<file path="config.mk">
export PLATFORM = sky130hd
export DESIGN_NAME = tlb_zone_perm
export DESIGN_NICKNAME = d
export VERILOG_FILES = /design/src/rtl/tlb_prot_pkg.sv /design/src/rtl/tlb_zone_perm.sv
export SDC_FILE = /design/constraint.sdc
export NUM_CORES = 1
export LEC_CHECK = 0
export BUFFER_PORTS_ARGS = -buffer_cell sky130_fd_sc_hd__buf_2
export CORE_AREA = 2 2 39 41
export DETAILED_ROUTE_END_ITERATION = 10
export DIE_AREA = 0 0 41 43
export PLACE_DENSITY = 0.62
export SKIP_LAST_GASP = 1
export SYNTH_ARGS = -nofsm -noshare
export SYNTH_HDL_FRONTEND = slang
export SYNTH_SLANG_ARGS = --single-unit
</file>
<file path="constraint.sdc">
create_clock -name vclk -period 2.2
set_input_delay 0.33 -clock vclk [all_inputs]
set_output_delay 0.33 -clock vclk [all_outputs]
set_load 0.05 [all_outputs]
</file>
<file path="src/rtl/tlb_prot_pkg.sv">
package tlb_prot_pkg;

    typedef enum logic [1:0] {
        ACC_FETCH  = 2'd0,
        ACC_LOAD   = 2'd1,
        ACC_STORE  = 2'd2,
        ACC_CSTORE = 2'd3
    } acc_kind_e;

    typedef enum logic [1:0] {
        CAUSE_NONE  = 2'd0,
        CAUSE_EXEC  = 2'd1,
        CAUSE_WRITE = 2'd2,
        CAUSE_READ  = 2'd3
    } cause_e;

    typedef enum logic [1:0] {
        ZONE_USER_NONE = 2'b00,
        ZONE_ENTRY     = 2'b01,
        ZONE_SUP_FULL  = 2'b10,
        ZONE_ALL_FULL  = 2'b11
    } zone_pol_e;

    typedef struct packed {
        logic rd;
        logic wr;
        logic ex;
    } perm_t;

    typedef struct packed {
        logic   fault;
        cause_e cause;
        logic   tag_vld;
        logic   tag_err;
        logic   miss;
    } chk_state_t;

endpackage

</file>
<file path="src/rtl/tlb_zone_perm.sv">
module tlb_zone_perm
    import tlb_prot_pkg::*;
#(
    parameter int ZSEL_W = 4
) (
    input  logic [(2<<ZSEL_W)-1:0] zpr,
    input  logic [ZSEL_W-1:0]      zsel,
    input  logic                   user_mode,
    input  logic                   ent_ex,
    input  logic                   ent_wr,
    output perm_t                  perm
);
    localparam int NZONES = 1 << ZSEL_W;
    localparam int ZPR_W  = 2 * NZONES;

    logic [1:0] fields [NZONES];
    zone_pol_e  pol;

    for (genvar z = 0; z < NZONES; z++) begin : g_field
        assign fields[z] = zpr[ZPR_W-1-2*z -: 2];
    end

    always_comb begin
        pol = zone_pol_e'(fields[zsel]);
        perm.rd = 1'b1;
        perm.wr = ent_wr;
        perm.ex = ent_ex;
        unique case (pol)
            ZONE_USER_NONE: begin
                if (user_mode) begin
                    perm.rd = 1'b0;
                    perm.wr = 1'b0;
                    perm.ex = 1'b0;
                end
            end
            ZONE_ENTRY: ;
            ZONE_SUP_FULL: begin
                if (!user_mode) begin
                    perm.wr = 1'b1;
                    perm.ex = 1'b1;
                end
            end
            ZONE_ALL_FULL: begin
                perm.wr = 1'b1;
                perm.ex = 1'b1;
            end
            default: ;
        endcase
    end
endmodule

</file>
# After elaboration in Yosys (flattened, before gate mapping)
# Index checks and enable logic that the tools add are counted.
# word_totals
regBits,0
in_bits,39
output_inout_bits,3
wordCells,12
# classes
order_cmp,1
n_eq_ne,2
mux,7
bitwise_logic,1
n_reduce_logical,1
# op_table
cell,n
binary-select mux 2 bit (select 4 bit),1
two-way mux 2 bit,3
one-hot mux 2 bit (3 select lines),1
greater-or-equal comparator 5 bit (second input constant),1
inverter 4 -> 5 bit,1
== test 2 bit (second input constant),2
two-way mux 3 bit,1
zero test 2 bit,1
two-way mux 1 bit,1

# Depth between registers and ports, before layout
# Gate-level depths: netlist of run 1.
# depth
word_depth,6
ltp_mapped,5
ltp_nobuf,4

# Worst setup path before layout of run 1
# No wires, ideal clock.
# synth_timing
path_type,input -> output
start,input port zsel[0]
end,output port perm[0] in the netlist's numbering
arrival_ns,1.991
t_required_ns,1.870
setup_slack_ns,-0.121
cell_stages,4
path_buffers,1
cell_sequence,buf_6 > mux4_2 > mux4_2 > maj3_1
# synth_rtl
item,line_no,text
"start, declared",tlb_zone_perm.sv:7,"input logic [ZSEL_W-1:0] zsel,"
"end, declared",tlb_zone_perm.sv:11,output perm_t perm

==> metrics.md, run 1 <==
| Metric | Value |
|---|---|
| Status | `finished with violations` |
| Failing checks | `setup timing` |
| Area Growth Syn to Fin | `96.3%` |
| Setup ws final | `-0.0562 ns` |
| Required @ worst endpoint | `about 1.9 ns` |
| Routed WL | `1130 µm` |
| Clkbuf count | `0` |
| HP Class | `input port to primary output` |
| Row cnt | `14` |
| Critical path's most frequent cell | `mux4_2` |
| Critical path's slowest cell | `mux4_2` |
| Initial antenna violation count | `0` |
| DRC | `0` |
| Synth area leader | `mux4_2` |
| Max incr delay on CP | `roughly 0.50 ns` |
| Mean Syn Cell Area | `13.7 µm²` |
| Cts hold-fix bufs | `0` |
| Netlist Area Pre-Place | `between 300 and 400 µm²` |
| Die area | `0.00176 mm²` |
| Top-area cell type share of the netlist area | `37.3%` |
| Largest net degree at the start of global routing | `10` |
| Placer congestion estimate | `0.676` |
| Vias | `392` |
| P per Cell Area | `around 250 mW/mm²` |
| Pre-Repair DR Iteration Count | `1` |
| Fin crit share | `103%` |
| Crit-path cells | `buf_12, mux4_2, mux4_2, maj3_2, buf_8` |
| Layout net count | `105` |
| Fin Hold WS | `about 1.1 ns` |
| N_diodes | `0` |
| Design Power | `151 µW` |
| First-pass GRT wire length | `1520 µm` |
| Synth cell count leaders | `mux4_2, mux4_1, maj3_1, mux2_2` |
| Worst slew pin tran | `0.313 ns` |
| CP arrival | `1.93 ns` |
| Fill cell count | `140` |
| Total negative setup slack | `-0.0818 ns` |
| DRT antenna net count | `0` |
| Fmax | `443 MHz` |
| Count of cell types in the netlist | `14` |
| Num ports | `42` |
| Port bufs | `42` |
| Finished Core Util | `between 40% and 50%` |
| Register area | `0 µm²` |
| Final setup viols | `2` |
| Vias in the first global route | `between 300 and 400` |
| Unrepaired setup endpoints after global routing | `yes` |
| Slew Viols, Final | `0` |
| Share of layout cells above drive strength 1 | `~91%` |
| Initial Utilization | `between 20% and 30%` |
| Net Count, Synth | `61` |
| DR WL/cell | `14.1 µm` |
| Leakage | `~0.00027 µW` |
| Count leader, synth | `mux4_2` |
| Maximum VDD drop | `0.0851 mV` |
| Crit end category | `primary output` |
| DIE WIDTH | `41 µm` |
| Final Hold Vio Count | `0` |
| Die Y-Extent | `approximately 43 µm` |
| Slew Limit Headroom | `79.1%` |
| Tmin final | `2.26 ns` |
| Vias per cell | `4.90` |
| Crit-path max FO | `8` |
| Critical path launch point type | `input port` |
| Synth area leaders | `mux4_2, mux4_1, mux2_2, maj3_1, buf_6` |
| Max Cap Violations | `0` |
| Crit Path Category | `input port to primary output` |
| Num sequential | `0` |
| Syn. warnings | `0` |
| GRT overflow | `0` |
| Seq/Total Area, Yosys | `0%` |
| Overall routing resource usage | `12.3%` |
| DR iter-0 viols | `0` |
| Core footprint | `roughly 0.0014 mm²` |
| Gate Count Post-Synth | `22` |
[layer usage]
metal  vias up  GRT usage, %  wire length, µm  part of all wire, %
li1        185             -                -                    -
met1       166          15.2              399                   35
met2        41          22.2              510                   45
met3         0          2.09              221                   20
met4         0             0                0                    0
met5         -             0                0                    0
[critical path, delay by kind of cell]
family / cells / cell delay [ns]
adder cells (fa/ha/maj): 1 / 0.34
buffers and inverters: 2 / 0.26
multiplexers: 2 / 0.99
[per-stage QoR]
| step | cell area (µm²) | setup slack [ns] | std cells |
|---|---|---|---|
| finish | 592 | -0.0562 | 80 |
| floorplan | 304 | -0.00558 | 22 |
| global placement | 527 | -0.224 | 79 |
| CTS | 578 | -0.0570 | 80 |
| detailed placement | 527 | -0.256 | 79 |
| global route | 592 | -0.104 | 80 |
[power by group]
part / leakage, µW / switching, µW / internal (µW)
clock: 0 / 0 / 0
combinational: 0.000275 / 66.4 / 84.3
sequential: 0 / 0 / 0
[what timing repair did]
action	CTS	global route
setup endpoints to repair	3	3
gates resized for setup	11	7
pin swaps	2	3
setup buffers	1	0
hold endpoints to repair	0	0
[cells in the final DEF, fill, tap and decap left out, drive strengths merged]
cell type	count
buf	44
mux4	8
mux2	2
maj3	2
nor3b	1
nand2	1
o22ai	1
nor2b	1
and2	1
a22oi	1
o311ai	1
or2	1
[path summary, 6_finish.rpt]
path | from | endpoint | slack, ns | cells past startpoint
min | ent_wr | perm[1] | 1.07 | 3
max | zsel[0] | perm[0] | -0.06 | 5
[cells by family (layout without fill, tap and decap cells)]
group,count (synthesis),in the layout,share of synthesized area [%]
mux,10,10,71.0
fa+ha+maj,2,2,6.64
simple gates,5,5,9.96
buf+inv,2,44,4.98
compound gates,3,3,7.47
[final cells by class]
type	instances	area [µm²]	area share [%]
Tap cell	16	20.0	3.38
Timing Repair Buffer	44	263	44.4
Multi-Input combinational cell	20	309	52.2
Power figures use the tool's default switching activity.
==> run 2: changes to the inputs <==
Settings changed: TNS_END_PERCENT from default to 20.
==> metrics.md, run 2 (synthesized netlist as in run 1, its figures left out) <==
| Metric | Value |
|---|---|
| Placed cell area | `527 µm² (unchanged)` |
| Combinational share of power | `100.0% (about the same)` |
| Failing checks | `setup timing` |
| Fmax | `444 MHz (+0.11%)` |
| DR WL/cell | `14.1 µm (about the same)` |
| Largest net degree at the start of global routing | `10 (unchanged)` |
| Worst Hold Path EP | `perm[1]` |
| Register area | `0 µm² (unchanged)` |
| Share of layout cells above drive strength 1 | `90.6% (unchanged)` |
| Die area | `0.00176 mm² (unchanged)` |
| Vias in the first global route | `383 (unchanged)` |
| Core footprint | `0.00138 mm² (unchanged)` |
| Placed insts | `79 (unchanged)` |
| Die Y-Extent | `43 µm (unchanged)` |
| Max Cap Violations | `0 (unchanged)` |
| Initial Utilization | `21.8% (unchanged)` |
| Overall routing resource usage | `12.3% (unchanged)` |
| Crit end category | `primary output` |
| P per Cell Area | `253 mW/mm² (-0.65%)` |
| Port bufs | `42 (unchanged)` |
| Crit Path Category | `input port to primary output` |
| Fin crit share | `102% (-0.11 points)` |
| DRC | `0 (unchanged)` |
| N_diodes | `0 (unchanged)` |
| Design Power | `148 µW (-1.7%)` |
| Leakage | `0.000272 µW (-1.1%)` |
| Net Sw Power | `65.9 µW (-0.78%)` |
| Finished Core Util | `42.3% (-0.45 points)` |
| Num ports | `42 (unchanged)` |
| Maximum VDD drop | `0.0851 mV (about the same)` |
| Fin cells | `80 (unchanged)` |
| Critical path launch point type | `input port` |
| Crit-path max FO | `8 (unchanged)` |
| Required @ worst endpoint | `1.87 ns (about the same)` |
| Pre-Repair DR Iteration Count | `1 (unchanged)` |
| Status | `finished with violations` |
| DRT antenna net count | `0 (unchanged)` |
| Setup ws final | `-0.0538 ns (+0.00240 ns)` |
| Most common cell after layout, fill and taps aside | `buf_2` |
| Clock share of power | `0% (unchanged)` |
| Unrepaired setup endpoints after global routing | `yes` |
| Vias per cell | `4.90 (unchanged)` |
| Sequential group share of total power | `0% (unchanged)` |
| Cell Int Power | `82.2 µW (-2.4%)` |
| DIE WIDTH | `41 µm (unchanged)` |
| Fill cell count | `141 (+0.71%)` |
| Final setup viols | `2 (unchanged)` |
| Layout net count | `105 (unchanged)` |
| Routed WL | `1130 µm (about the same)` |
| Critical path's most frequent cell | `mux4_2` |
| Total negative setup slack | `-0.0769 ns (+0.00497 ns)` |
| Hold path start | `ent_wr` |
| First-pass GRT wire length | `1520 µm (unchanged)` |
| Placer congestion estimate | `0.676 (unchanged)` |
| Row cnt | `14 (unchanged)` |
| Final Hold Vio Count | `0 (unchanged)` |
| Cts hold-fix bufs | `0 (unchanged)` |
| Area Growth Syn to Fin | `94.2%` |
| Sw Ratio | `44.5% (+0.41 points)` |
| GRT overflow | `0 (unchanged)` |
| Num sequential | `0 (unchanged)` |
| CP top delay family | `multiplexers` |
| Vias | `392 (unchanged)` |
| Worst slew pin tran | `0.313 ns (unchanged)` |
| Initial antenna violation count | `0 (unchanged)` |
| Final Cell Area | `586 µm² (-1.1%)` |
| Tmin final | `2.25 ns (-0.00240 ns)` |
| Slew Viols, Final | `0 (unchanged)` |
| DR iter-0 viols | `0 (unchanged)` |
| HP Class | `input port to primary output` |
| CP arrival | `1.92 ns (about the same)` |
| Critical path's slowest cell | `mux4_2` |
| Commonest non-fill, non-tap cells in the layout | `buf_2, mux4_2, mux2_2, maj3_2, buf_4` |
| Crit-path cells | `buf_12, mux4_2, mux4_2, maj3_2, buf_8` |
| Worst path buffer plus inverter count | `2 (unchanged)` |
| Max incr delay on CP | `0.50 ns (about the same)` |
| Hold depth | `3 (unchanged)` |
| Clkbuf count | `0 (unchanged)` |
| Slew Limit Headroom | `79.1% (unchanged)` |
## run 2: cell types whose count changed in the layout (fill, tap and decap cells not counted)
cell   delta
buf_6     -1
buf_2     +1
## run 2: worst max-delay path by stage
| stage | slack (ns) | to | cells past startpoint | startpoint |
|---|---|---|---|---|
| 4_1_cts | -0.06 | perm[0] | 5 | zsel[0] |
| 2_1_floorplan | -0.006 | perm[0] | 4 | zsel[0] |
| 5_1_grt | -0.11 | perm[0] | 5 | zsel[0] |
| 6_report | -0.05 | perm[0] | 5 | zsel[0] |
| 3_5_place_dp | -0.26 | perm[0] | 5 | zsel[0] |
| 3_3_place_gp | -0.22 | perm[1] | 5 | zsel[0] |
## run 2: per-stage QoR
| stage | hold slack, ns | setup WS (ns) |
|---|---|---|
| floorplan | 0.991 | -0.00558 |
| global placement | 1.15 | -0.224 |
| detailed placement | 1.15 | -0.256 |
| CTS | 1.06 | -0.0570 |
| global route | 1.09 | -0.106 |
| finish | 1.07 | -0.0538 |
## run 2: layer usage
layer / share of wire (%) / GRT usage [%] / vias up
li1: - / - / 185
met1: 35 / 15.2 / 166
met2: 45 / 22.2 / 41
met3: 20 / 2.09 / 0
met4: 0 / 0 / 0
met5: 0 / 0 / -
## run 2: timing repair
action	in CTS	in global routing
resized for setup	11	4
setup buffers	1	0
setup endpoints to repair	3	3
pin swaps	2	2
## run 2: cell type report
type	instances	area [µm²]	share of cell area, %
Tap cell	16	20.0	3.42
Multi-Input combinational cell	20	309	52.8
Timing Repair Buffer	44	256	43.8
## run 2: power by group through the flow
stage	Clock, µW	Sequential, µW	Combinational (µW)
after floorplan	0	0	78.6
after global placement	0	0	122
after detailed placement	0	0	123
after CTS	0	0	142
after global routing	0	0	160
final	0	0	148
==> run 3: changes to the inputs <==
Clock period 2.2 ns to 2.87 ns, I/O delays scaled along.
==> metrics.md, run 3 (synthesized netlist as in run 1, its figures left out) <==
| Metric | Value |
|---|---|
| Post_cts resized | `0 (-11)` |
| Overall routing resource usage | `11.8% (-0.49 points)` |
| Layout net count | `103 (-1.9%)` |
| Critical path launch point type | `input port` |
| Leakage | `0.000252 µW (-7.2%)` |
| Crit-path max FO | `9 (+1)` |
| Hold depth | `3 (unchanged)` |
| Die area | `0.00176 mm² (unchanged)` |
| Share of layout cells above drive strength 1 | `79.0% (-12 points)` |
| Vias in the first global route | `386 (+0.78%)` |
| Postcts setup bufs | `0 (-1)` |
| Core footprint | `0.00138 mm² (unchanged)` |
| Pre-Repair DR Iteration Count | `3 (+2)` |
| Row cnt | `14 (unchanged)` |
| Max incr delay on CP | `0.54 ns (+0.04 ns)` |
| Fin Hold WS | `1.33 ns (+0.258 ns)` |
| Num sequential | `0 (unchanged)` |
| Vias | `399 (+1.8%)` |
| Cts hold-fix bufs | `0 (unchanged)` |
| HP Class | `input port to primary output` |
| P per Cell Area | `179 mW/mm² (-29%)` |
| Num ports | `42 (unchanged)` |
| Crit Path Category | `input port to primary output` |
| DR iter-0 viols | `1 (+1)` |
| First-pass GRT wire length | `1520 µm (unchanged)` |
| Unrepaired setup endpoints after global routing | `no` |
| Total negative setup slack | `0 ns (+0.0769 ns)` |
| N_diodes | `0 (unchanged)` |
| Final setup viols | `0 (-2)` |
| Die Y-Extent | `43 µm (unchanged)` |
| DRT antenna net count | `0 (unchanged)` |
| Routed WL | `1080 µm (-4.3%)` |
| Commonest non-fill, non-tap cells in the layout | `buf_2, mux4_2, mux4_1` |
| Max Cap Violations | `0 (unchanged)` |
| Vias per cell | `5.12 (+4.4%)` |
| Port bufs | `42 (unchanged)` |
| Maximum VDD drop | `0.0486 mV (-43%)` |
| Largest net degree at the start of global routing | `10 (unchanged)` |
| DR WL/cell | `13.9 µm (-1.9%)` |
| Fmax | `around 370 MHz` |
| Slew Limit Headroom | `68.3% (-11 points)` |
| Status | `complete, no violations` |
| Initial antenna violation count | `0 (unchanged)` |
| CP arrival | `2.25 ns (+0.33 ns)` |
| Required @ worst endpoint | `2.44 ns (+0.57 ns)` |
| Clkbuf count | `0 (unchanged)` |
| Hold path start | `ent_ex` |
| Initial Utilization | `21.8% (unchanged)` |
| DRC | `0 (unchanged)` |
| Fin crit share | `around 93%` |
| Crit end category | `primary output` |
| Tmin final | `about 2.7 ns` |
| Register area | `0 µm² (unchanged)` |
| Slew Viols, Final | `0 (unchanged)` |
| DIE WIDTH | `41 µm (unchanged)` |
| GRT overflow | `0 (unchanged)` |
| Area Growth Syn to Fin | `71.4%` |
| Worst slew pin tran | `0.468 ns (+0.155 ns)` |
| Worst Hold Path EP | `perm[0]` |
| Placer congestion estimate | `0.631 (-6.6%)` |
| Crit-path cells | `buf_2, mux4_2, mux4_2, maj3_1, buf_2` |
| Most common cell after layout, fill and taps aside | `buf_2` |
| Final Hold Vio Count | `0 (unchanged)` |
| Critical path's slowest cell | `mux4_2` |
run 3: report_power, final:
part,switching (µW),total [µW],internal [µW],leakage (µW)
Sequential,0,0,0,0
Combinational,44.3,92.6,48.3,0.000252
Clock,0,0,0,0
run 3: routing by layer:
metal | up-vias | part of all wire, % | track usage, %
met5 | - | 0 | 0
met4 | 0 | 0 | 0
met3 | 0 | 21 | 2.62
met2 | 41 | 41 | 21.3
met1 | 175 | 38 | 14.3
li1 | 183 | - | -
run 3: stage by stage:
step / power (µW) / cell area, µm² / cells / utilization [%] / setup WS (ns)
after detailed placement: 93.3 / 517 / 78 / 37.3 / 0.171
after global placement: 91.0 / 517 / 78 / 37.3 / 0.209
after global routing: 99.6 / 517 / 78 / 37.3 / 0.108
final: 92.6 / 517 / 78 / 37.3 / 0.193
after CTS: 93.6 / 517 / 78 / 37.3 / 0.175
after floorplan: 58.7 / 302 / 22 / - / 0.348
run 3: worst max path at each step:
stage,from,to,slack (ns)
3_3_place_gp,zsel[0],perm[1],0.21
3_5_place_dp,zsel[0],perm[1],0.17
6_report,zsel[0],perm[1],0.19
4_1_cts,zsel[0],perm[1],0.18
5_1_grt,zsel[0],perm[0],0.11
2_1_floorplan,zsel[0],perm[0],0.35
run 3: critical path: cells and delay by family:
| family | cells | cell delay (ns) |
|---|---|---|
| buf+inv | 2 | 0.45 |
| mux | 2 | 1.03 |
| fa+ha+maj | 1 | 0.34 |
run 3: area by class of cell:
class / instances / area [µm²]
multi-input combinational: 20 / 287
timing repair buffer: 42 / 210
fill: 141 / 867
tap: 16 / 20.0
